==> config.mk <==
export PLATFORM = sky130hd
export DESIGN_NAME = uart_rxq_regs
export DESIGN_NICKNAME = d
export VERILOG_FILES = /design/src/rtl/uart_rxq_pkg.sv /design/src/rtl/uart_rxq_trig.sv /design/src/rtl/uart_rxq_fifo.sv /design/src/rtl/uart_rxq_regs.sv
export SDC_FILE = /design/constraint.sdc
export NUM_CORES = 1
export LEC_CHECK = 0
export BUFFER_PORTS_ARGS = -buffer_cell sky130_fd_sc_hd__buf_2
export CAP_MARGIN = 20
export CORE_ASPECT_RATIO = 1.5
export CORE_MARGIN = 4
export CORE_UTILIZATION = 50
export DETAILED_ROUTE_END_ITERATION = 16
export HOLD_SLACK_MARGIN = 0.08
export PLACE_DENSITY = 0.75
export SYNTH_ARGS = -nofsm -noshare
export SYNTH_HDL_FRONTEND = slang
export SYNTH_SLANG_ARGS = --single-unit
==> constraint.sdc <==
create_clock -name clk -period 4.5 [get_ports clk]
set_input_delay 0.225 -clock clk [delete_from_list [all_inputs] [get_ports clk]]
set_output_delay 0.225 -clock clk [all_outputs]
set_load 0.02 [all_outputs]
==> src/rtl/uart_rxq_pkg.sv <==
package uart_rxq_pkg;
   localparam int OFF_MODE   = 'h00;
   localparam int OFF_RATE   = 'h04;
   localparam int OFF_CTRL   = 'h08;
   localparam int OFF_TXD    = 'h0c;
   localparam int OFF_STAT   = 'h10;
   localparam int OFF_RXD    = 'h14;
   localparam int OFF_QCTL   = 'h18;
   localparam int OFF_COUNT  = 'h1c;
   localparam int OFF_PORT   = 'h20;

   localparam logic [7:0] MASK_MODE = 8'h7b;
   localparam logic [7:0] MASK_CTRL = 8'hfa;
   localparam logic [7:0] MASK_PORT = 8'hf3;

   localparam logic [7:0] RST_CTRL = 8'h20;
   localparam logic [7:0] RST_RATE = 8'hff;

   // control bit positions
   localparam int CB_TXIE  = 7;
   localparam int CB_RXIE  = 6;
   localparam int CB_TXEN  = 5;
   localparam int CB_RXEN  = 4;
   // status bit positions
   localparam int SB_TEND  = 6;
   localparam int SB_TEMP  = 5;
   localparam int SB_BRK   = 4;
   localparam int SB_RFULL = 1;
   localparam int SB_DRDY  = 0;
   // queue control
   localparam int QB_FLUSH = 1;
endpackage

==> src/rtl/uart_rxq_trig.sv <==
module uart_rxq_trig #(
   parameter int CNT_W = 5,
   parameter int DEPTH = 16,
   parameter int LVL0  = 1,
   parameter int LVL1  = 4,
   parameter int LVL2  = 8,
   parameter int LVL3  = 14
) (
   input  logic [1:0]       sel,
   output logic [CNT_W-1:0] level
);
   initial begin
      if (LVL0 < 1 || LVL1 < 1 || LVL2 < 1 || LVL3 < 1)
         $error("threshold levels must be at least 1");
      if (LVL0 > DEPTH || LVL1 > DEPTH || LVL2 > DEPTH || LVL3 > DEPTH)
         $error("threshold levels must not exceed DEPTH");
   end

   always_comb begin
      unique case (sel)
         2'd0:    level = CNT_W'(LVL0);
         2'd1:    level = CNT_W'(LVL1);
         2'd2:    level = CNT_W'(LVL2);
         default: level = CNT_W'(LVL3);
      endcase
   end
endmodule

==> src/rtl/uart_rxq_fifo.sv <==
module uart_rxq_fifo #(
   parameter int DATA_W = 8,
   parameter int DEPTH  = 16,
   localparam int PTR_W = (DEPTH > 1) ? $clog2(DEPTH) : 1,
   localparam int CNT_W = $clog2(DEPTH + 1)
) (
   input  logic              clk,
   input  logic              rst_n,
   input  logic              push,
   input  logic              pop,
   input  logic              flush,
   input  logic [DATA_W-1:0] wdata,
   output logic [DATA_W-1:0] head,
   output logic [CNT_W-1:0]  count,
   output logic [CNT_W-1:0]  count_nxt,
   output logic              full,
   output logic              empty
);
   localparam bit POW2 = (DEPTH == (1 << PTR_W));

   logic [DATA_W-1:0] mem [DEPTH];
   logic [PTR_W-1:0]  wr_ptr, rd_ptr, wr_inc, rd_inc;

   assign full  = (count == CNT_W'(DEPTH));
   assign empty = (count == '0);
   assign head  = empty ? '0 : mem[rd_ptr];

   generate
      if (POW2) begin : g_wrap_free
         assign wr_inc = wr_ptr + PTR_W'(1);
         assign rd_inc = rd_ptr + PTR_W'(1);
      end else begin : g_wrap_cmp
         assign wr_inc = (wr_ptr == PTR_W'(DEPTH - 1)) ? '0 : wr_ptr + PTR_W'(1);
         assign rd_inc = (rd_ptr == PTR_W'(DEPTH - 1)) ? '0 : rd_ptr + PTR_W'(1);
      end
   endgenerate

   always_comb begin
      if (flush) count_nxt = '0;
      else       count_nxt = count + CNT_W'(push) - CNT_W'(pop);
   end

   always_ff @(posedge clk or negedge rst_n) begin
      if (!rst_n) begin
         wr_ptr <= '0;
         rd_ptr <= '0;
         count  <= '0;
      end else begin
         count <= count_nxt;
         if (flush) begin
            wr_ptr <= '0;
            rd_ptr <= '0;
         end else begin
            if (push) wr_ptr <= wr_inc;
            if (pop)  rd_ptr <= rd_inc;
         end
      end
   end

   always_ff @(posedge clk) begin
      if (push && !flush) mem[wr_ptr] <= wdata;
   end
endmodule

==> src/rtl/uart_rxq_regs.sv <==
module uart_rxq_regs #(
   parameter int DATA_W = 8,
   parameter int ADDR_W = 6,
   parameter int DEPTH  = 16,
   parameter int LVL0   = 1,
   parameter int LVL1   = 4,
   parameter int LVL2   = 8,
   parameter int LVL3   = 14
) (
   input  logic              clk,
   input  logic              rst_n,
   input  logic              bus_sel,
   input  logic              bus_we,
   input  logic [ADDR_W-1:0] bus_addr,
   input  logic [DATA_W-1:0] bus_wdata,
   output logic [DATA_W-1:0] bus_rdata,
   input  logic              rx_valid,
   input  logic [DATA_W-1:0] rx_data,
   output logic              rx_ready,
   output logic              tx_valid,
   output logic [DATA_W-1:0] tx_data,
   input  logic              brk_pulse,
   output logic              irq_rx,
   output logic              irq_tx
);
   import uart_rxq_pkg::*;

   localparam int CNT_W = $clog2(DEPTH + 1);

   initial begin
      if (DATA_W != 8) $error("register layout assumes DATA_W == 8");
      if (ADDR_W < 6)  $error("ADDR_W must reach offset 0x20");
      if (DEPTH < 2)   $error("DEPTH must be at least 2");
      if (CNT_W > DATA_W) $error("count must fit in one data byte");
   end

   // register state
   logic [DATA_W-1:0] r_mode, r_rate, r_ctrl, r_qctl, r_port;
   logic f_tend, f_temp, f_brk, f_rfull, f_drdy;
   logic irq_rx_q;
   logic tx_valid_q;
   logic [DATA_W-1:0] tx_data_q;

   // decode
   logic wr, rd;
   assign wr = bus_sel &&  bus_we;
   assign rd = bus_sel && !bus_we;

   function automatic logic hit(input logic [ADDR_W-1:0] a, input int off);
      return a == ADDR_W'(off);
   endfunction

   logic wr_ctrl, wr_txd, wr_stat, wr_qctl;
   logic rd_stat, rd_rxd;
   assign wr_ctrl = wr && hit(bus_addr, OFF_CTRL);
   assign wr_txd  = wr && hit(bus_addr, OFF_TXD);
   assign wr_stat = wr && hit(bus_addr, OFF_STAT);
   assign wr_qctl = wr && hit(bus_addr, OFF_QCTL);
   assign rd_stat = rd && hit(bus_addr, OFF_STAT);
   assign rd_rxd  = rd && hit(bus_addr, OFF_RXD);

   // queue
   logic [DATA_W-1:0] q_head;
   logic [CNT_W-1:0]  q_cnt, q_cnt_nxt, trig_lvl;
   logic q_full, q_empty;
   logic flush_req, push_ok, pop_ok;

   assign rx_ready  = r_ctrl[CB_RXEN];
   assign flush_req = wr_qctl && bus_wdata[QB_FLUSH];
   assign push_ok   = rx_valid && rx_ready && !q_full && !flush_req;
   assign pop_ok    = rd_rxd && !q_empty;

   uart_rxq_fifo #(.DATA_W(DATA_W), .DEPTH(DEPTH)) u_fifo (
      .clk       (clk),
      .rst_n     (rst_n),
      .push      (push_ok),
      .pop       (pop_ok),
      .flush     (flush_req),
      .wdata     (rx_data),
      .head      (q_head),
      .count     (q_cnt),
      .count_nxt (q_cnt_nxt),
      .full      (q_full),
      .empty     (q_empty)
   );

   uart_rxq_trig #(
      .CNT_W(CNT_W), .DEPTH(DEPTH),
      .LVL0(LVL0), .LVL1(LVL1), .LVL2(LVL2), .LVL3(LVL3)
   ) u_trig (
      .sel   (r_qctl[7:6]),
      .level (trig_lvl)
   );

   logic reach_trig;
   assign reach_trig = push_ok && (q_cnt_nxt >= trig_lvl);

   // plain registers
   always_ff @(posedge clk or negedge rst_n) begin
      if (!rst_n) begin
         r_mode <= '0;
         r_rate <= RST_RATE;
         r_ctrl <= RST_CTRL;
         r_qctl <= '0;
         r_port <= '0;
      end else if (wr) begin
         if (hit(bus_addr, OFF_MODE)) r_mode <= bus_wdata & MASK_MODE;
         if (hit(bus_addr, OFF_RATE)) r_rate <= bus_wdata;
         if (wr_ctrl)                 r_ctrl <= bus_wdata & MASK_CTRL;
         if (wr_qctl)                 r_qctl <= bus_wdata;
         if (hit(bus_addr, OFF_PORT)) r_port <= bus_wdata & MASK_PORT;
      end
   end

   // status flags: clear by writing zero, later events take priority
   always_ff @(posedge clk or negedge rst_n) begin
      if (!rst_n) begin
         f_tend   <= 1'b1;
         f_temp   <= 1'b1;
         f_brk    <= 1'b0;
         f_rfull  <= 1'b0;
         f_drdy   <= 1'b0;
         irq_rx_q <= 1'b0;
      end else begin
         if (wr_ctrl && !bus_wdata[CB_TXEN]) f_tend <= 1'b1;
         if (wr_stat && !bus_wdata[SB_TEND]) f_tend <= 1'b0;
         if (rd_stat && r_ctrl[CB_TXEN])     f_tend <= 1'b1;

         if (wr_txd)                         f_temp <= 1'b0;
         if (wr_stat && !bus_wdata[SB_TEMP]) f_temp <= 1'b0;
         if (rd_stat && r_ctrl[CB_TXEN])     f_temp <= 1'b1;

         if (wr_stat && !bus_wdata[SB_BRK])  f_brk <= 1'b0;
         if (brk_pulse)                      f_brk <= 1'b1;

         if (wr_stat && !bus_wdata[SB_DRDY]) f_drdy <= 1'b0;

         if (wr_stat && !bus_wdata[SB_RFULL])       f_rfull <= 1'b0;
         if (pop_ok && (q_cnt_nxt < trig_lvl))      f_rfull <= 1'b0;
         if (reach_trig)                            f_rfull <= 1'b1;
         if (flush_req)                             f_rfull <= 1'b0;

         if (wr_ctrl && !bus_wdata[CB_RXIE]) irq_rx_q <= 1'b0;
         if (wr_stat && (!bus_wdata[SB_RFULL] || !bus_wdata[SB_DRDY]))
            irq_rx_q <= 1'b0;
         if (reach_trig && r_ctrl[CB_RXIE])  irq_rx_q <= 1'b1;
      end
   end

   // transmit strobe
   always_ff @(posedge clk or negedge rst_n) begin
      if (!rst_n) begin
         tx_valid_q <= 1'b0;
         tx_data_q  <= '0;
      end else begin
         tx_valid_q <= wr_txd;
         if (wr_txd) tx_data_q <= bus_wdata;
      end
   end

   assign tx_valid = tx_valid_q;
   assign tx_data  = tx_data_q;
   assign irq_rx   = irq_rx_q;
   assign irq_tx   = r_ctrl[CB_TXIE];

   // read mux
   logic [DATA_W-1:0] stat_word;
   always_comb begin
      stat_word = '0;
      stat_word[SB_TEND]  = f_tend;
      stat_word[SB_TEMP]  = f_temp;
      stat_word[SB_BRK]   = f_brk;
      stat_word[SB_RFULL] = f_rfull;
      stat_word[SB_DRDY]  = f_drdy;
   end

   always_comb begin
      bus_rdata = '0;
      if (rd) begin
         if      (hit(bus_addr, OFF_MODE))  bus_rdata = r_mode;
         else if (hit(bus_addr, OFF_RATE))  bus_rdata = r_rate;
         else if (hit(bus_addr, OFF_CTRL))  bus_rdata = r_ctrl;
         else if (hit(bus_addr, OFF_STAT))  bus_rdata = stat_word;
         else if (hit(bus_addr, OFF_RXD))   bus_rdata = q_head;
         else if (hit(bus_addr, OFF_QCTL))  bus_rdata = r_qctl;
         else if (hit(bus_addr, OFF_COUNT)) bus_rdata = DATA_W'(q_cnt);
         else if (hit(bus_addr, OFF_PORT))  bus_rdata = r_port;
      end
   end
endmodule

==> results.cfg <==
[synth]
ys.flop_type = edfxtp_1
syn-cell-area_sq_um = 8320
synth.avg_cell_area_sq_um = 15.38
ys_types = 55
synth_warnings = 0
ys_seq_elements = 189
async_reset_ff_share_pct = 32.28
yosysSeqAreaShare_pct = 64.71
netlist_instances = 541
synth_edf_count = 128
synth_nets = 585

[cts]
cts_tree = yes
cts.sinks = 189
clkTransAtPathRegs_ps = 70
insertion_delay_ps = 430
clockBufferDepth = 2
cts_buffers = 17
root_buffer = clkbuf_16
htreeDepth = 4

[final_layout]
finalCoreUtilization_pct = 57.70
syn2layout_area_growth_pct = 12.77
post-route-cell-area_sq_um = 9383
drive_gt1_share_pct = 30.28
antenna_cells = 0
final_cells = 817
nets = 642
fillerInstances = 1232

[power]
powerDensity_nw_per_um2 = 437.2
ir_drop_mv = 0.2530
leakagePower_uw = 0.003477

[min_path]
hp-class = input port to flip-flop
hold_depth = 3
hold_end = r_qctl[7]$_DFFE_PN0P_
min-delay-start = bus_wdata[7]

[worst_setup_path]
r2r_end = irq_rx$_DFFE_PN0P_
reg2regPathDepth = 16
critical_path_required_ps = 4820
cp.arrival_ps = 4380
critical_path_class = flip-flop to flip-flop
rrSetupSlack_ps = 440
critPathMaxFanout = 7
rr_startpoint = u_fifo.count[2]$_DFF_PN0_
start_kind = flip-flop
end_kind = flip-flop

[global_routing]
grt_usage_pct = 21.27
antenna_found_initial = 0
grt.overflow.total = 0
grt_pass1_vias = 5242
grt_pass1_wl_mm = 29.88
grt_max_degree = 52

[floorplanning]
pin_count = 48
design.core.area_sq_um = 16260
die_y_microns = 166.0
die_x_microns = 113.3
die-area_sq_um = 18810
initial_utilization_pct = 51.17
rows = 57

[sta]
final-setup-viol-count = 0
skew_ps = 11.84
finalMaxSlewViolations = 0
final-hold-violation-count = 0
period_needed_ps = 4060
max_freq_ghz = 0.2463
slew_headroom_pct = 30.57
tightest_slew_ps = 1042
period_share_pct = 90.21
rsz0062_at_grt = false
worst_slack_ps = 440.5
tns_ps = 0

[detailed_routing]
dr.pass1.iters = 5
wl_per_cell_microns = 23.28
drtAntennaViolNets = 0
routed_wl_mm = 19.02
num_vias = 4908
vias_per_cell = 6.007
drtIter0Drc = 478
drc_errors = 0

[place]
placed_cells = 781
dpl_cell_area_sq_um = 8788
dp_slack_ps = 485.8
place_congestion = 0.9501
portBuffers = 47
dpl.hpwl_mm = 13.76

[status]
status = complete, no violations

[run]
maxCapViolCount = 0
==> cell families (layout without fill, tap and decap cells) <==
| kind of cell | after synthesis | count (layout) | share of synthesized area [%] |
|---|---|---|---|
| flops | 189 | 189 | 64.71 |
| simple gates | 117 | 117 | 7.474 |
| mux | 90 | 90 | 16.33 |
| compound gates | 72 | 72 | 5.594 |
| buf+inv | 47 | 117 | 2.346 |
| fa+ha+maj | 16 | 16 | 2.496 |
| xor+xnor | 10 | 10 | 1.053 |
==> power breakdown <==
part / total, uW / internal, uW / switching (uW) / leakage (uW)
Sequential: 2050 / 1950 / 94.9 / 0.00191
Clock: 1410 / 731 / 677 / 0.000266
Combinational: 650 / 288 / 362 / 0.00130
Total: 4100 / 2970 / 1130 / 0.00348
==> metrics by stage <==
| stage | hold slack, ps | total power, uW |
|---|---|---|
| 4_1_cts | 93.77 | 4130 |
| 6_report | 104.9 | 4102 |
| 5_1_grt | 114.2 | 4283 |
| 3_3_place_gp | 95.53 | 2699 |
| 3_5_place_dp | 106.6 | 2722 |
| 2_1_floorplan | -70.59 | 2512 |
==> synth_stat cells (5+ instances only) <==
master,count,area [sq um]
buf_2,9,45.04
and2_1,8,50.05
a21oi_1,18,90.09
ha_1,15,187.7
clkbuf_1,9,33.78
nor4_1,5,31.28
o22ai_1,5,31.28
inv_1,22,82.58
edfxtp_1,128,3844
nand3_1,7,35.03
nand2b_1,8,50.05
o21ai_0,20,100.1
mux4_2,32,720.7
dfstp_2,11,289.0
nand2_1,26,97.59
nor2_1,30,112.6
mux2_2,46,518.0
mux2i_1,12,120.1
dfrtp_1,50,1251
xnor2_1,6,52.55
nor3_1,8,40.04
==> placed cells by master (no fill, tap or decap), drive strengths merged, types with 12 or more instances in the layout <==
| cell type | count |
|---|---|
| edfxtp | 128 |
| buf | 58 |
| dfrtp | 50 |
| mux2 | 46 |
| mux4 | 32 |
| nor2 | 32 |
| inv | 31 |
| nand2 | 26 |
| o21ai | 20 |
| clkbuf | 19 |
| a21oi | 18 |
| ha | 15 |
| mux2i | 12 |
==> sequential cells by signal (all words and copies together), names as in the netlist, 4 cells and up <==
name and count:
u_fifo.mem 128, r_qctl 8, r_rate 8, tx_data 8, r_ctrl 6, r_mode 6
r_port 6, u_fifo.count 5, u_fifo.rd_ptr 4, u_fifo.wr_ptr 4
==> worst max-delay path, stage by stage, from the launching register on <==
cell	delay, ps
dfrtp_1	400
inv_1	100
ha_1	170
nor4b_1	550
or3_1	320
inv_2	120
ha_1	290
inv_1	40
ha_1	200
fa_1	430
xnor2_1	140
nor2_1	160
ha_1	290
a21o_1	170
a21oi_1	190
a31oi_1	150
a32o_1	230
==> layout make-up <==
type | count | area (sq um) | share of cell area (%)
flip-flops and latches | 189 | 5385 | 57.39
multi-input cells | 305 | 2741 | 29.22
clock buffers | 19 | 432.9 | 4.614
repair buffers | 62 | 357.8 | 3.814
well taps | 206 | 257.7 | 2.747
clock inverters | 13 | 121.4 | 1.294
inverters | 23 | 86.33 | 0.9201
==> worst max-delay path by stage <==
stage	start	depth (start not counted)	slack, ps	end
after floorplan	u_fifo.count[3]$_DFF_PN0_	16	990	irq_rx$_DFFE_PN0P_
after global placement	bus_addr[4]	16	610	irq_rx$_DFFE_PN0P_
after detailed placement	u_fifo.count[2]$_DFF_PN0_	16	490	irq_rx$_DFFE_PN0P_
after CTS	u_fifo.count[2]$_DFF_PN0_	16	440	irq_rx$_DFFE_PN0P_
after global routing	u_fifo.count[3]$_DFF_PN0_	16	120	irq_rx$_DFFE_PN0P_
final	u_fifo.count[2]$_DFF_PN0_	16	440	irq_rx$_DFFE_PN0P_
==> layer usage <==
metal	vias to the layer above	GRT usage (%)	wire, microns
met5	-	0	0
li1	2185	-	-
met2	193	38.26	10320
met1	2476	23.47	6768
met3	54	3.828	921
met4	0	11.40	1005
==> what timing repair did <==
action	CTS	global route
setup buffers	0	0
endpoints found under the hold margin	19	0
gates resized for setup	0	0
hold buffers	4	0
Power figures use the tool's default switching activity.
